## config.mk

```make
export PLATFORM = sky130hd
export DESIGN_NAME = cmp_tick_timer
export DESIGN_NICKNAME = d
export VERILOG_FILES = /design/src/rtl/cmp_timer_pkg.sv /design/src/rtl/tmr_counter.sv /design/src/rtl/tmr_compare.sv /design/src/rtl/tmr_pend_fsm.sv /design/src/rtl/cmp_tick_timer.sv
export SDC_FILE = /design/constraint.sdc
export NUM_CORES = 1
export LEC_CHECK = 0
export ABC_CLOCK_PERIOD_IN_PS = 2400
export BUFFER_PORTS_ARGS = -buffer_cell sky130_fd_sc_hd__buf_2
export CAP_MARGIN = 20
export CELL_PAD_IN_SITES_DETAIL_PLACEMENT = 0
export CELL_PAD_IN_SITES_GLOBAL_PLACEMENT = 1
export CORE_AREA = 5 5 117 119
export DETAILED_ROUTE_END_ITERATION = 8
export DIE_AREA = 0 0 122 124
export PLACE_DENSITY_LB_ADDON = 0.1
export SYNTH_ARGS = -nofsm -noshare
export SYNTH_HDL_FRONTEND = slang
export SYNTH_HIERARCHICAL = 1
export SYNTH_SLANG_ARGS = --single-unit
```

## constraint.sdc

```tcl
create_clock -name clk -period 2.4 [get_ports clk]
set_input_delay 0.48 -clock clk [delete_from_list [all_inputs] [get_ports clk]]
set_output_delay 0.48 -clock clk [all_outputs]
set_load 0.01 [all_outputs]
```

## src/rtl/cmp_timer_pkg.sv

```systemverilog
package cmp_timer_pkg;
    localparam int DATA_W   = 32;
    localparam int ADDR_W   = 2;
    localparam int TMR_BIT  = 15;
    localparam int EXT_BIT  = 10;

    localparam logic [ADDR_W-1:0] A_COUNT   = 2'd0;
    localparam logic [ADDR_W-1:0] A_COMPARE = 2'd1;
    localparam logic [ADDR_W-1:0] A_CAUSE   = 2'd2;

    typedef enum logic {
        PEND_IDLE = 1'b0,
        PEND_SET  = 1'b1
    } pend_state_t;
endpackage

```

## src/rtl/tmr_counter.sv

```systemverilog
module tmr_counter #(
    parameter int CNT_W = 32,
    parameter logic [CNT_W-1:0] RST_VAL = 1
) (
    input  logic             clk,
    input  logic             rst,
    input  logic             tick,
    input  logic             load,
    input  logic [CNT_W-1:0] load_val,
    output logic [CNT_W-1:0] count_q,
    output logic [CNT_W-1:0] count_inc
);
    assign count_inc = count_q + CNT_W'(1);

    always_ff @(posedge clk) begin
        if (rst)
            count_q <= RST_VAL;
        else if (load)
            count_q <= load_val;
        else if (tick)
            count_q <= count_inc;
    end
endmodule

```

## src/rtl/tmr_compare.sv

```systemverilog
module tmr_compare #(
    parameter int CNT_W = 32
) (
    input  logic             clk,
    input  logic             rst,
    input  logic             load,
    input  logic [CNT_W-1:0] load_val,
    input  logic             tick,
    input  logic             count_load,
    input  logic [CNT_W-1:0] count_inc,
    output logic [CNT_W-1:0] compare_q,
    output logic             hit
);
    always_ff @(posedge clk) begin
        if (rst)
            compare_q <= '0;
        else if (load)
            compare_q <= load_val;
    end

    // A hit only comes from an increment landing on the target,
    // so a write that creates equality never produces one.
    assign hit = tick && !count_load && (count_inc == compare_q);
endmodule

```

## src/rtl/tmr_pend_fsm.sv

```systemverilog
module tmr_pend_fsm
    import cmp_timer_pkg::*;
(
    input  logic clk,
    input  logic rst,
    input  logic hit,
    input  logic clear,
    output logic pending
);
    pend_state_t state_q, state_d;

    always_ff @(posedge clk) begin
        if (rst)
            state_q <= PEND_IDLE;
        else
            state_q <= state_d;
    end

    always_comb begin
        state_d = state_q;
        unique case (state_q)
            PEND_IDLE: if (hit && !clear) state_d = PEND_SET;
            PEND_SET:  if (clear)         state_d = PEND_IDLE;
            default:                      state_d = PEND_IDLE;
        endcase
    end

    always_comb begin
        pending = (state_q == PEND_SET);
    end
endmodule

```

## src/rtl/cmp_tick_timer.sv

```systemverilog
module cmp_tick_timer
    import cmp_timer_pkg::*;
#(
    parameter int CNT_W = 32
) (
    input  logic              clk,
    input  logic              rst,
    input  logic              tick_en,
    input  logic              wr_en,
    input  logic [ADDR_W-1:0] wr_addr,
    input  logic [DATA_W-1:0] wr_data,
    input  logic [ADDR_W-1:0] rd_addr,
    output logic [DATA_W-1:0] rd_data,
    input  logic              ext_irq,
    output logic              irq_out
);
    logic             cnt_wr, cmp_wr, hit, timer_pend, ext_q;
    logic [CNT_W-1:0] count_q, count_inc, compare_q;
    logic [DATA_W-1:0] cause_w;

    assign cnt_wr = wr_en && (wr_addr == A_COUNT);
    assign cmp_wr = wr_en && (wr_addr == A_COMPARE);

    tmr_counter #(.CNT_W(CNT_W), .RST_VAL(CNT_W'(1))) cnt_i (
        .clk(clk), .rst(rst), .tick(tick_en), .load(cnt_wr),
        .load_val(wr_data[CNT_W-1:0]), .count_q(count_q), .count_inc(count_inc)
    );

    tmr_compare #(.CNT_W(CNT_W)) cmp_i (
        .clk(clk), .rst(rst), .load(cmp_wr), .load_val(wr_data[CNT_W-1:0]),
        .tick(tick_en), .count_load(cnt_wr), .count_inc(count_inc),
        .compare_q(compare_q), .hit(hit)
    );

    tmr_pend_fsm pend_i (
        .clk(clk), .rst(rst), .hit(hit), .clear(cmp_wr), .pending(timer_pend)
    );

    always_ff @(posedge clk) begin
        if (rst)
            ext_q <= 1'b0;
        else
            ext_q <= ext_irq;
    end

    always_comb begin
        cause_w          = '0;
        cause_w[TMR_BIT] = timer_pend;
        cause_w[EXT_BIT] = ext_q;
    end

    assign irq_out = timer_pend || ext_q;

    always_comb begin
        unique case (rd_addr)
            A_COUNT:   rd_data = DATA_W'(count_q);
            A_COMPARE: rd_data = DATA_W'(compare_q);
            A_CAUSE:   rd_data = cause_w;
            default:   rd_data = '0;
        endcase
    end
endmodule

```

==> qor.csv, run 1 <==
stage,metric,value,unit
power_and_ir_drop,Logic pwr share,0.202,
grt,pin count of the biggest net entering global routing,43,
synthesis,Cells after Synth,573,
synthesis,ys async rst share,0,
synthesis,Post-Syn Nets,615,
power_and_ir_drop,Clock power frac,0.400,
placement,Port Buffer Count,73,
placement,"Cell Area, Placed",5640,sq um
finish,Final nets,729,
route,TritonRoute pass-1 iters,5,
sta,final setup vio count,0,
synthesis,Netlist cell types,56,
setup_path,Worst setup EP type,flop,
sta,RSZ-0062 raised after global routing,true,
power_and_ir_drop,Sw Ratio,0.286,
synthesis,Post-synth EDFFs,0,
route,DR WL/cell,17.8,um
clock_network,Skew-Pair Late Insertion Delay,0.34,ns
power_and_ir_drop,leakage power,2.69,nW
job,Max Cap Viol,0,
synthesis,Syn. warnings,6,
route,total wire length,15.4,mm
clock_network,CTS H-tree depth,3,
hold_path,Hold WC Path Type,in -> reg,
sta,Clock Skew,0.00526,ns
grt,total gr overflow,0,
sta,worst hold slack,0.359,ns
synthesis,Synth area leader,dfxtp_1,
clock_network,cts hold-fix bufs,0,
finish,post-layout util,0.484,
power_and_ir_drop,internal power,2.18,mW
power_and_ir_drop,total power per unit cell area,506,nW/um^2
floorplan,Core Area,12500,sq um
clock_network,clk sink count,66,
placement,Inst Count DP,841,
route,detailed router's first-iteration violation count,242,
floorplan,Die H,124,um
sta,Relative slew margins,0.681,
placement,gpl congestion,0.876,
finish,final non-filler cell total,863,
status,status,completed,
clock_network,CTS root buffer,clkbuf_16,
clock_network,CTS tree,done,
route,vias per cell,5.27,
synthesis,largest cells by area after synthesis,"dfxtp_1 28%, mux2i_1 14%, xor2_1 8.5%, nor2_1 7.3%, xnor2_1 5.4%",
clock_network,number of buffers created by CTS,9,
floorplan,Top Ports,74,
setup_path,Critical Path AT,2.65,ns
synthesis,synthesis-stage register bit count,66,
synthesis,post-synthesis sequential area ratio,0.279,
finish,layout filler cell count,1305,
sta,Max Slew Vio Count,0,
floorplan,Die ar.,15100,sq um
floorplan,Die X,122,um
power_and_ir_drop,switching power,0.875,mW
sta,slew of the pin with the lowest slew margin,0.466,ns
power_and_ir_drop,total power,3.05,mW
finish,footprint of the multi-input gates,3110,sq um
floorplan,Starting Density,0.380,
sta,Setup TNS,0,ns
sta,min Tclk post-route,2.38,ns
sta,final hold violation count,0,
sta,FMAX,0.420,GHz
sta,final worst slack,0.0178,ns
grt,total track usage,0.210,
finish,P&R area growth vs syn,27.5,%
setup_path,Startpoint Class,flop,
finish,n_diodes,0,
finish,ratio of cells with drive above 1 in the final layout,0.289,
synthesis,share of Yosys cell area claimed by the top area cell type,0.279,
finish,Seq. cell area,1330,sq um
route,Post-DRT Antenna Nets,0,
placement,post-detail-place hpwl,11.6,mm
setup_path,peak fanout along the critical path,4,
clock_network,Max Buffers Root-to-Sink,2,
synthesis,Synth Area per Inst,8.26,sq um
sta,fin crit share,0.993,
finish,fin area,6040,sq um
synthesis,mapped cell area,4730,sq um
power_and_ir_drop,Reg power frac,0.398,
power_and_ir_drop,worst vdd ir,0.000219,V
route,via count,4544,
synthesis,ys flop type,dfxtp_1,
clock_network,clock transition at the registers of the reported paths,0.05,ns
grt,number of global-route vias before repair,4384,
setup_path,Crit Path Class,reg -> reg,
grt,initial antenna violation count,0,
route,DR DRC count,0,
floorplan,row cnt,41,
placement,Post-Place Worst Slack,-0.114,ns
grt,first-pass GRT wire length,24.4,mm
setup_path,CP required,2.67,ns
[repair_timing]
item,4_1_cts,5_1_grt
resized for setup,14,3
pin swaps,9,1
buffers inserted,6,0
endpoints found under the setup margin,1,1
cloned,1,0
[cell families after synthesis]
family                     synth area share
xor gates and xnor gates              0.139
buffers and inverters                0.0825
DFF                                   0.279
muxes                                 0.142
and+or+nand+nor                       0.277
adders and majority gates           0.00264
AOI/OAI and AO/OA                    0.0782
[area by class of cell]
cell class              count  area share
clock buffers              12      0.0425
clock inverters             3     0.00249
inverters                  12     0.00746
multi-input cells         443       0.514
flip-flops and latches     66       0.220
well taps                 172      0.0356
repair buffers            155       0.177
[worst max-delay path: stages, from the launching register on]
cell and delay (ns):
dfxtp_2 0.34, buf_4 0.12, nand2_1 0.06, or4_4 0.56, nor4b_4 0.28, xnor2_1 0.11
xor2_1 0.14, nor4_1 0.23, nand4_1 0.14, nor3_2 0.16, nor2_1 0.06, nor3_2 0.09
[worst paths after layout]
check,start,to,slack [ns],cells after the start
setup / recovery,cnt_i/count_q[0]$_SDFFE_PP1P_,pend_i/pending$_SDFF_PP0_,0.02,11
setup reg to reg,cnt_i/count_q[0]$_SDFFE_PP1P_,pend_i/pending$_SDFF_PP0_,0.02,11
hold / removal,ext_irq,ext_q$_SDFF_PP0_,0.36,2
hold reg to reg,cmp_i/compare_q[0]$_SDFFE_PP0P_,cmp_i/compare_q[0]$_SDFFE_PP0P_,0.54,2
[per-layer routing]
layer | global-route usage | share of wire | wire [um] | vias up
met2 | 0.316 | 0.44 | 6700 | 118
met3 | 0.0391 | 0.048 | 738 | 20
li1 | - | - | - | 2262
met5 | 0 | 0 | 0 | -
met4 | 0.0763 | 0.018 | 274 | 0
met1 | 0.299 | 0.50 | 7650 | 2144
[power groups by stage]
| stage | Sequential, mW | Clock [mW] | Combinational, mW |
|---|---|---|---|
| after floorplan | 1.22 | 0 | 0.381 |
| after global placement | 1.23 | 0 | 0.600 |
| after detailed placement | 1.24 | 0 | 0.603 |
| after CTS | 1.21 | 1.26 | 0.614 |
| after global routing | 1.22 | 1.31 | 0.674 |
| final | 1.22 | 1.22 | 0.616 |
[layout by cell type (no fill, tap or decap), types with 22 or more instances in the layout]
| cell type | n |
|---|---|
| dfxtp_1 | 60 |
| nor2_1 | 92 |
| nand2_1 | 27 |
| xnor2_1 | 29 |
| nand4_1 | 29 |
| mux2i_1 | 66 |
| xor2_1 | 46 |
| nand3_1 | 22 |
| buf_2 | 73 |
| buf_4 | 72 |
[sequential cells by signal, indices dropped and copies added (netlist names)]
register,count
cmp_i/compare_q,32
cnt_i/count_q,32
ext_q,1
pend_i/pending,1
[synth_stat cells, types with 2 or more instances]
master,count
a2111oi_0,8
a211oi_1,9
a21oi_1,10
a311oi_1,7
and2_1,4
and3_1,11
and4_1,7
and4_2,2
buf_1,2
buf_12,3
buf_2,8
buf_4,7
buf_6,8
clkbuf_1,23
dfxtp_1,66
inv_1,11
mux2i_1,66
nand2_1,27
nand3_1,23
nand3b_1,3
nand4_1,29
nor2_1,92
nor2b_1,3
nor3_1,6
nor3_2,2
nor3b_1,6
nor4_1,13
nor4b_1,4
o21ai_0,6
o221ai_1,2
o2bb2ai_1,2
or3_1,5
or4_1,2
xnor2_1,29
xor2_1,46
No activity file was read; power rests on OpenSTA's default activity.
==> run 2, diff against run 1 <==
--- a/config.mk
+++ b/config.mk
@@ -10,9 +10,9 @@
 export CAP_MARGIN = 20
 export CELL_PAD_IN_SITES_DETAIL_PLACEMENT = 0
 export CELL_PAD_IN_SITES_GLOBAL_PLACEMENT = 1
-export CORE_AREA = 5 5 117 119
+export CORE_AREA = 2 2 114 116
 export DETAILED_ROUTE_END_ITERATION = 8
-export DIE_AREA = 0 0 122 124
+export DIE_AREA = 0 0 116 118
 export PLACE_DENSITY_LB_ADDON = 0.1
 export SYNTH_ARGS = -nofsm -noshare
 export SYNTH_HDL_FRONTEND = slang
==> run 2 against run 1 <==
  * The flow now finishes with violations (setup timing)
  * First-iteration DRC count fell by 21%
  * Highest routed layer unchanged
  * Die area fell by 9.5%
  * Non-clock buffer count rose by 6
  * Worst setup slack got worse by 0.098 ns
  * Cell count rose by 0.81%
==> qor.csv, run 2 (synthesis results as in run 1) <==
stage,metric,value,unit,change
sta,fin crit share,1.03,,+0.0408
setup_path,FF-to-FF path depth,13,,+2
setup_path,peak fanout along the critical path,3,,-1
floorplan,Die X,116,um,-4.9%
grt,pin count of the biggest net entering global routing,55,,+28%
route,detailed router's first-iteration violation count,191,,-21%
finish,footprint of the multi-input gates,3170,sq um,+2.1%
clock_network,clk sink count,66,,unchanged
finish,P&R area growth vs syn,30.2,%,
finish,Seq. cell area,1330,sq um,+0.19%
clock_network,number of buffers created by CTS,9,,unchanged
status,status,"finished, violations left",,
power_and_ir_drop,worst vdd ir,0.000301,V,+37%
route,TritonRoute pass-1 iters,4,,-1
finish,"commonest non-fill, non-tap cell in the layout",nor2_1,,
setup_path,Setup crit start,cnt_i/count_q[0]$_SDFFE_PP1P_,,
grt,initial antenna violation count,0,,unchanged
clock_network,CTS root buffer,clkbuf_16,,
sta,Setup TNS,-0.0802,ns,-0.0802 ns
finish,post-layout util,0.496,,+0.0121
power_and_ir_drop,total power per unit cell area,511,nW/um^2,+1.0%
finish,most frequent cells in the layout,"92 x nor2_1, 75 x buf_4, 74 x buf_2",,
setup_path,CP cell instances,"ha_4, nand4_1, nor4_4, buf_2, buf_6, nand2_2, xnor2_2, xor2_1, nor4_2, nand4_1, nor3_2, nor2_1, nor3_2",,
finish,ratio of cells with drive above 1 in the final layout,0.305,,+0.0157
route,DR WL/cell,17.7,um,-0.55%
sta,Clock Skew,0.00398,ns,-0.00128 ns
sta,final worst slack,-0.0802,ns,-0.0979 ns
setup_path,"slowest stage delay, CP",0.37,ns,-0.19 ns
setup_path,"Max stage delay cell, worst path",dfxtp_4,,
sta,min Tclk post-route,2.48,ns,+0.0979 ns
grt,first-pass GRT wire length,24.5,mm,+0.54%
sta,final setup vio count,1,,+1
hold_path,Hold WC Path Type,in -> reg,,
sta,FMAX,0.403,GHz,-3.9%
route,vias per cell,5.35,,+1.6%
clock_network,clock transition at the registers of the reported paths,0.05,ns,about the same
placement,post-detail-place hpwl,11.4,mm,-1.8%
route,Post-DRT Antenna Nets,0,,unchanged
floorplan,Core Area,12400,sq um,-0.41%
clock_network,Skew-Pair Late Insertion Delay,0.34,ns,about the same
setup_path,worst flop-to-flop path startpoint,cnt_i/count_q[0]$_SDFFE_PP1P_,,
job,Max Cap Viol,0,,unchanged
placement,Port Buffer Count,73,,unchanged
grt,number of global-route vias before repair,4466,,+1.9%
setup_path,Crit Path Class,reg -> reg,,
floorplan,Die ar.,13700,sq um,-9.5%
grt,total gr overflow,0,,unchanged
grt,total track usage,0.232,,+0.0221
route,total wire length,15.4,mm,+0.26%
status,failing checks,setup timing,,
setup_path,Worst setup EP type,flop,,
floorplan,Die H,118,um,-4.8%
setup_path,reg-to-reg setup timing slack,-0.08,ns,-0.10 ns
clock_network,CTS H-tree depth,3,,unchanged
sta,Max Slew Vio Count,0,,unchanged
power_and_ir_drop,leakage power,2.78,nW,+3.5%
floorplan,row cnt,41,,unchanged
sta,slew of the pin with the lowest slew margin,0.666,ns,+0.200 ns
finish,Final nets,735,,+0.82%
clock_network,cts hold-fix bufs,0,,unchanged
setup_path,CP required,2.67,ns,about the same
sta,RSZ-0062 raised after global routing,true,,
setup_path,reg2reg end,pend_i/pending$_SDFF_PP0_,,
clock_network,Max Buffers Root-to-Sink,2,,unchanged
finish,largest registers,"cmp_i/compare_q x32, cnt_i/count_q x32",,
clock_network,CTS tree,done,,
setup_path,Critical Path AT,2.75,ns,+0.10 ns
finish,layout filler cell count,1278,,-2.1%
floorplan,Starting Density,0.381,,+0.00157
sta,Relative slew margins,0.554,,-0.127
route,via count,4654,,+2.4%
placement,gpl congestion,0.897,,+2.3%
setup_path,Critical Path End,pend_i/pending$_SDFF_PP0_,,
setup_path,Startpoint Class,flop,,
sta,final hold violation count,0,,unchanged
route,DR DRC count,0,,unchanged
finish,n_diodes,0,,unchanged
floorplan,Top Ports,74,,unchanged
[run 2: what timing repair did]
item / CTS / global route
gates resized for setup: 17 / 16
gates cloned: 1 / 0
buffers inserted: 10 / 5
pin swaps: 14 / 18
setup endpoints to repair: 1 / 1
[run 2: layout make-up]
type	instances	share of cell area
Clock inverter	6	0.00934
Timing Repair Buffer	161	0.181
Multi-Input combinational cell	443	0.515
Clock buffer	10	0.0372
Inverter	12	0.00731
Tap cell	172	0.0349
Sequential cell	66	0.216
[run 2: routing by layer]
metal	global-route usage	share of wire
met1	0.332	0.48
met4	0.102	0.031
met3	0.0381	0.051
met2	0.340	0.44
met5	0	0
[run 2: stage by stage]
stage          instance area, sq um  hold slack [ns]  total power, mW  cells  worst slack (ns)
4_1_cts                        6060            0.363             3.16    866           -0.0564
5_1_grt                        6160            0.376             3.30    870            -0.233
3_5_place_dp                   5610            0.536             1.84    839            -0.134
6_report                       6160            0.365             3.15    870           -0.0802
3_3_place_gp                   5610            0.521             1.83    839          -0.00720
2_1_floorplan                  4760            0.487             1.60    573           0.00101
[run 2: how the worst min path moves through the flow]
stage / slack (ns) / cells past startpoint / start / endpoint
after floorplan: 0.49 / 2 / pend_i/pending$_SDFF_PP0_ / pend_i/pending$_SDFF_PP0_
after global placement: 0.52 / 2 / cmp_i/compare_q[17]$_SDFFE_PP0P_ / cmp_i/compare_q[17]$_SDFFE_PP0P_
after detailed placement: 0.54 / 2 / cmp_i/compare_q[15]$_SDFFE_PP0P_ / cmp_i/compare_q[15]$_SDFFE_PP0P_
after CTS: 0.36 / 2 / ext_irq / ext_q$_SDFF_PP0_
after global routing: 0.38 / 2 / ext_irq / ext_q$_SDFF_PP0_
final: 0.36 / 2 / ext_irq / ext_q$_SDFF_PP0_
[run 2: report_power, final]
group	internal, mW	total [mW]	switching, mW
clock	0.796	1.29	0.497
combinational	0.293	0.641	0.347
sequential	1.15	1.21	0.0600
[run 2: critical path: cells and delay by family, from the launching register on]
family	cells	cell delay (ns)
xor gates and xnor gates	2	0.30
DFF	1	0.37
adders and majority gates	1	0.14
and+or+nand+nor	8	1.29
buffers and inverters	2	0.31
